`src/rtl/aflag_pkg.sv`:
```
package aflag_pkg;
  localparam int DATA_W    = 32;
  localparam int FLAG_W    = 16;
  localparam int MIN_W     = 8;
  localparam int NUM_LANES = $clog2(DATA_W / MIN_W) + 1;
  localparam int SEL_W     = (NUM_LANES > 1) ? $clog2(NUM_LANES) : 1;
  localparam int CTL_W     = 3;

  // bit positions in the flags word
  localparam int FB_CY  = 0;
  localparam int FB_ONE = 1;
  localparam int FB_PAR = 2;
  localparam int FB_NIB = 4;
  localparam int FB_ZR  = 6;
  localparam int FB_SG  = 7;
  localparam int FB_TRP = 8;
  localparam int FB_IEN = 9;
  localparam int FB_DIR = 10;
  localparam int FB_OV  = 11;

  typedef enum logic [1:0] {
    SZ_BYTE  = 2'b00,
    SZ_WORD  = 2'b01,
    SZ_DWORD = 2'b10,
    SZ_WIDE  = 2'b11
  } size_e;

  typedef struct packed {
    logic ov;
    logic sg;
    logic zr;
    logic nib;
    logic par;
    logic cy;
  } stat_t;

  typedef struct packed {
    logic dir;
    logic ien;
    logic trp;
  } ctl_t;
endpackage

```
`src/rtl/aflag_lane.sv`:
```
module aflag_lane #(
  parameter int W = 8
) (
  input  logic         sub,
  input  logic [W-1:0] a,
  input  logic [W-1:0] b,
  output logic [W-1:0] res,
  output logic         carry,
  output logic         ovf,
  output logic         sign
);
  logic [W:0] ext;

  always_comb begin
    if (sub) ext = {1'b0, a} - {1'b0, b};
    else     ext = {1'b0, a} + {1'b0, b};
  end

  assign res   = ext[W-1:0];
  assign carry = ext[W];
  assign sign  = ext[W-1];

  always_comb begin
    if (sub) ovf = (a[W-1] != b[W-1]) && (ext[W-1] != a[W-1]);
    else     ovf = (a[W-1] == b[W-1]) && (ext[W-1] != a[W-1]);
  end
endmodule

```
`src/rtl/aflag_parity.sv`:
```
module aflag_parity #(
  parameter int W = 8
) (
  input  logic [W-1:0] bits,
  output logic         even
);
  logic [W:0] chain;
  assign chain[0] = 1'b1;
  for (genvar k = 0; k < W; k++) begin : g_chain
    assign chain[k+1] = chain[k] ^ bits[k];
  end
  assign even = chain[W];
endmodule

```
`src/rtl/aflag_alu.sv`:
```
module aflag_alu
  import aflag_pkg::*;
#(
  parameter int DW    = DATA_W,
  parameter int LANES = NUM_LANES,
  parameter int SW    = SEL_W
) (
  input  logic          sub,
  input  logic [1:0]    size,
  input  logic [DW-1:0] opa,
  input  logic [DW-1:0] opb,
  output logic [DW-1:0] result,
  output stat_t         stat
);
  logic [DW-1:0] lane_res [LANES];
  logic [LANES-1:0] lane_cy;
  logic [LANES-1:0] lane_ov;
  logic [LANES-1:0] lane_sg;

  for (genvar i = 0; i < LANES; i++) begin : g_lane
    localparam int LW = MIN_W << i;
    logic [LW-1:0] lr;
    aflag_lane #(.W(LW)) u_lane (
      .sub   (sub),
      .a     (opa[LW-1:0]),
      .b     (opb[LW-1:0]),
      .res   (lr),
      .carry (lane_cy[i]),
      .ovf   (lane_ov[i]),
      .sign  (lane_sg[i])
    );
    assign lane_res[i] = DW'(lr);
  end

  logic [SW-1:0] sel;
  always_comb begin
    unique case (size)
      SZ_BYTE: sel = SW'(0);
      SZ_WORD: sel = SW'(1);
      default: sel = SW'(LANES - 1);
    endcase
    if (int'(sel) > LANES - 1) sel = SW'(LANES - 1);
  end

  logic [4:0] nib;
  always_comb begin
    if (sub) nib = {1'b0, opa[3:0]} - {1'b0, opb[3:0]};
    else     nib = {1'b0, opa[3:0]} + {1'b0, opb[3:0]};
  end

  logic par_even;
  aflag_parity #(.W(MIN_W)) u_par (
    .bits (result[MIN_W-1:0]),
    .even (par_even)
  );

  assign result = lane_res[sel];

  always_comb begin
    stat.cy  = lane_cy[sel];
    stat.ov  = lane_ov[sel];
    stat.sg  = lane_sg[sel];
    stat.zr  = (result == '0);
    stat.par = par_even;
    stat.nib = nib[4];
  end
endmodule

```
`src/rtl/aflag_regs.sv`:
```
module aflag_regs
  import aflag_pkg::*;
#(
  parameter int FW = FLAG_W
) (
  input  logic          clk,
  input  logic          rst_n,
  input  logic          exec_en,
  input  stat_t         stat_in,
  input  logic          ctl_load,
  input  ctl_t          ctl_in,
  output logic [FW-1:0] flags
);
  stat_t stat_q, stat_d;
  ctl_t  ctl_q, ctl_d;

  always_comb begin
    stat_d = stat_q;
    if (exec_en) stat_d = stat_in;
  end

  always_comb begin
    ctl_d = ctl_q;
    if (ctl_load) ctl_d = ctl_in;
  end

  always_ff @(posedge clk or negedge rst_n) begin
    if (!rst_n) begin
      stat_q <= '0;
      ctl_q  <= '0;
    end else begin
      stat_q <= stat_d;
      ctl_q  <= ctl_d;
    end
  end

  always_comb begin
    flags         = '0;
    flags[FB_ONE] = 1'b1;
    flags[FB_CY]  = stat_q.cy;
    flags[FB_PAR] = stat_q.par;
    flags[FB_NIB] = stat_q.nib;
    flags[FB_ZR]  = stat_q.zr;
    flags[FB_SG]  = stat_q.sg;
    flags[FB_OV]  = stat_q.ov;
    flags[FB_TRP] = ctl_q.trp;
    flags[FB_IEN] = ctl_q.ien;
    flags[FB_DIR] = ctl_q.dir;
  end
endmodule

```
`src/rtl/arith_flag_unit.sv`:
```
module arith_flag_unit
  import aflag_pkg::*;
(
  input  logic              clk,
  input  logic              rst_n,
  input  logic              exec_en,
  input  logic              op_sub,
  input  logic [1:0]        op_size,
  input  logic [DATA_W-1:0] opa,
  input  logic [DATA_W-1:0] opb,
  input  logic              ctl_load,
  input  logic [CTL_W-1:0]  ctl_wdata,
  output logic [DATA_W-1:0] result,
  output logic [FLAG_W-1:0] flags
);
  // reset: asserted at once, released on a clock edge
  logic [1:0] rst_pipe;
  logic       rst_sync_n;
  always_ff @(posedge clk or negedge rst_n) begin
    if (!rst_n) rst_pipe <= 2'b00;
    else        rst_pipe <= {rst_pipe[0], 1'b1};
  end
  assign rst_sync_n = rst_pipe[1];

  stat_t stat_w;
  ctl_t  ctl_w;
  assign ctl_w = ctl_t'(ctl_wdata);

  aflag_alu u_alu (
    .sub    (op_sub),
    .size   (op_size),
    .opa    (opa),
    .opb    (opb),
    .result (result),
    .stat   (stat_w)
  );

  aflag_regs u_regs (
    .clk      (clk),
    .rst_n    (rst_sync_n),
    .exec_en  (exec_en),
    .stat_in  (stat_w),
    .ctl_load (ctl_load),
    .ctl_in   (ctl_w),
    .flags    (flags)
  );
endmodule

```
`config.mk`:
```
export PLATFORM = sky130hd
export DESIGN_NAME = arith_flag_unit
export DESIGN_NICKNAME = d
export VERILOG_FILES = /design/src/rtl/aflag_pkg.sv /design/src/rtl/aflag_lane.sv /design/src/rtl/aflag_parity.sv /design/src/rtl/aflag_alu.sv /design/src/rtl/aflag_regs.sv /design/src/rtl/arith_flag_unit.sv
export SDC_FILE = /design/constraint.sdc
export NUM_CORES = 1
export LEC_CHECK = 0
export ABC_AREA = 1
export BUFFER_PORTS_ARGS = -buffer_cell sky130_fd_sc_hd__buf_2
export CAP_MARGIN = 5
export CORE_UTILIZATION = 45
export CTS_BUF_LIST = sky130_fd_sc_hd__clkbuf_8
export CTS_CLUSTER_DIAMETER = 30
export CTS_CLUSTER_SIZE = 40
export DETAILED_ROUTE_END_ITERATION = 10
export PLACE_DENSITY = 0.8
export SETUP_SLACK_MARGIN = 0.05
export SLEW_MARGIN = 0
export SYNTH_ARGS = -nofsm -noshare
export SYNTH_HDL_FRONTEND = slang
export SYNTH_SLANG_ARGS = --single-unit
```
`constraint.sdc`:
```
create_clock -name clk -period 5.1 [get_ports clk]
set_input_delay 1.02 -clock clk [delete_from_list [all_inputs] [get_ports clk]]
set_output_delay 1.02 -clock clk [all_outputs]
set_load 0.02 [all_outputs]
```
==> flow_summary.toml <==
[run_status]
run_status = "finished, final reports clean"

[worst_setup_path]
path_buf_inv = 6
slowest_stage = "nor4_4"
worstSetupPathType = "in -> out"
crit_path_end_kind = "output port"
path_common_cell = "nand2_1"
slowest_delay_ps = 340
worst_setup_path_start_kind = "input pin"
rrSetupSlack_ps = 4350
crit_required_ps = 4080
crit_chain = "buf_2 -> inv_2 -> ha_4 -> nand2_4 -> nor2_4 -> nand4_4 -> nor4_4 -> buf_4 -> a21oi_2 -> nor2_1 -> xor2_1 -> ha_1 -> nand2_2 -> inv_1 -> a21oi_1 -> nand2_1 -> nor2_2 -> nand2_1 -> nand2_1 -> nand3_2 -> inv_1 -> buf_4"
crit_arrival_ps = 3920
path_delay_family = "simple AND/OR/NAND/NOR gates"
cp_max_fo = 4

[detailed_routing]
dr.pass1.iters = 5
drt.antenna.violating_nets = 0
viasPerCell = 5.001
drt_iter0_drc = 312
num_vias = 5341
wirelength_um = 13670
drc = 0
wl_per_cell_um = 12.80

[synthesis]
ys.flop_type = "dfrtp_1"
yosys_warnings = 0
syn_area_per_cell_um2 = 5.358
synth_top_cell_area_share_pct = 22.24
yosys.area.top_type = "nand2_1"
ys_ff_latch = 11
synth_edf_count = 0
synth-seq-area-share_pct = 6.273
netlist_area_mm2 = 0.004388
ys_top_cells_by_area = "nand2_1 (22%), inv_1 (15%), ha_1 (9.7%)"
ys_types = 46
synth_cells = 819
synthArstFlopShare_pct = 100.0

[min_path]
hold_path_class = "reg -> async"

[floorplan]
die_h_um = 100.7
row_count = 35
ios = 122
dieArea_mm2 = 0.01015
die-width_um = 100.7
start_util_pct = 47.04
core_mm2 = 0.009328

[final_layout]
nets = 1049
drive_gt1_share_pct = 24.07
area_growth_pct = 22.81
final_area_mm2 = 0.005389
fillers = 949
register_area_um2 = 275.3
diodes = 0
multi_input_area_mm2 = 0.003593
fin_cells = 1068

[clock_tree]
cts_tree = "built"
cts-root-buf = "clkbuf_8"
clk_pin_slew_ps = 50
htreeDepth = 1
cts_buffer_depth = 2
hold_buffers = 0
numCtsBuffers = 3
clk_latency_ps = 240
cts_sinks = 11

[power]
p_leak_nw = 3.246
ir_worst_vdd_mv = 0.2214
power_switching_mw = 0.6324
pwr-share-seq_pct = 9.8
power_frac_comb_pct = 82.5
swShare_pct = 56.97
intPower_mw = 0.4777
pwr-share-clk_pct = 7.7
power-per-cell-area_mw_per_mm2 = 206.0
total_power_mw = 1.110

[global_routing]
grt_pass1_vias = 4751
grtUsageTotal_pct = 26.23
overflow = 0
grt_antenna_before_repair = 1
grt_pass1_wl_um = 21340
grt_max_degree = 22

[sta]
finalSetupViolCount = 0
fin_skew_ps = 2.581
finalHoldViolations = 0
relSlewSlack_pct = 64.92
max_slew.worst_pin.slew_ps = 526.2
min_period_ps = 4941
fin_crit_sh_pct = 96.88
final_max_slew_viol_count = 0
max_freq_ghz = 0.2024
fin_tns_setup_ps = 0

[flow_run]
max-cap-violations = 0

[place]
placed_cells = 1058
dp_hpwl_um = 11440
place_congestion = 0.9499
dpl_cell_area_mm2 = 0.005087
io_buffers = 114
[timing repair]
| item | CTS | global route |
|---|---|---|
| endpoints found under the setup margin | 1 | 14 |
| resized for setup | 1 | 61 |
| buffers inserted | 0 | 6 |
| pin swaps | 0 | 17 |
[final timing paths]
| kind | depth (start not counted) | start | end |
|---|---|---|---|
| max | 22 | opb[1] | result[30] |
| min | 0 | rst_pipe[1] | u_regs.flags[9] |
| max reg2reg | 1 | u_regs.flags[8] | u_regs.flags[8] |
| min reg2reg | 0 | rst_pipe[1] | u_regs.flags[9] |
| max in group asynchronous | 1 | rst_n | rst_pipe[0] |
| min in group clk | 0 | rst_pipe[0] | rst_pipe[1] |
[metal layers]
layer  share of wire (%)  track usage, %  wire length (um)
met2                  45           43.47              6166
met1                  46           36.73              6277
met4                 2.0           6.243               276
met3                 6.9           2.219               950
met5                   0               0                 0
[power by group through the flow]
stage | Sequential (mW) | Combinational [mW] | Clock (mW)
floorplan | 0.126 | 0.601 | 0
global placement | 0.110 | 0.840 | 0
detailed placement | 0.110 | 0.849 | 0
CTS | 0.109 | 0.853 | 0.0878
global route | 0.111 | 1.01 | 0.0889
finish | 0.109 | 0.916 | 0.0850
[sequential cells by signal (all words and copies together), names as in the netlist]
register      flops
rst_pipe          2
u_regs.flags      9
[kinds of logic (layout without fill, tap and decap cells)]
| logic type | after synthesis | count (layout) | share of synthesized area (%) |
|---|---|---|---|
| AOI/OAI and AO/OA | 56 | 56 | 7.671 |
| xor gates and xnor gates | 41 | 41 | 8.184 |
| adders and majority gates | 35 | 35 | 10.15 |
| buffers and inverters | 189 | 303 | 16.82 |
| DFF | 11 | 11 | 6.273 |
| muxes | 5 | 5 | 1.226 |
| other | 2 | 8 | 0.1712 |
| and+or+nand+nor | 480 | 480 | 49.50 |
[through the flow]
step	worst slack, ps	hold WS (ps)	util (%)
global placement	40.31	141.4	54.54
finish	159.3	133.6	57.77
floorplan	680.6	107.8	-
detailed placement	25.39	138.8	54.54
CTS	75.12	149.1	55.06
global route	-26.06	186.3	57.77
[synthesized netlist by cell type, types with 11 or more instances]
master	number
nand4_1	11
nand3_1	52
inv_1	173
nand2_1	260
nor2_1	87
nor3_1	11
dfrtp_1	11
nand2_2	18
xnor2_1	26
a21oi_1	25
xor2_1	15
ha_1	34
[placed cells by master, fill, tap and decap left out, types with 3 or more instances in the layout]
| cell | instances |
|---|---|
| nand2_1 | 249 |
| inv_1 | 168 |
| buf_2 | 111 |
| nor2_1 | 75 |
| nand3_1 | 49 |
| nand2_2 | 28 |
| ha_1 | 28 |
| xnor2_1 | 26 |
| a21oi_1 | 19 |
| nor2_2 | 16 |
| xor2_1 | 15 |
| nand4_1 | 11 |
| dfrtp_1 | 11 |
| a21oi_2 | 10 |
| nand3b_1 | 10 |
| buf_4 | 10 |
| nor3_1 | 9 |
| nand3_2 | 9 |
| o21ai_0 | 8 |
| inv_2 | 8 |
| conb_1 | 8 |
| o21ai_1 | 5 |
| o21bai_1 | 5 |
| nand2_4 | 4 |
| nor2_4 | 4 |
| nor3_2 | 3 |
| nor4_1 | 3 |
| mux2_2 | 3 |
| ha_2 | 3 |
| ha_4 | 3 |
| clkbuf_8 | 3 |
[final cells by class]
class	instances	area share (%)
clock buffers	3	0.7662
clock inverters	1	0.06965
inverters	176	12.26
multi-input cells	625	66.68
flip-flops and latches	11	5.108
well taps	129	2.995
repair buffers	123	12.12
(Power assumes the default switching activity.)
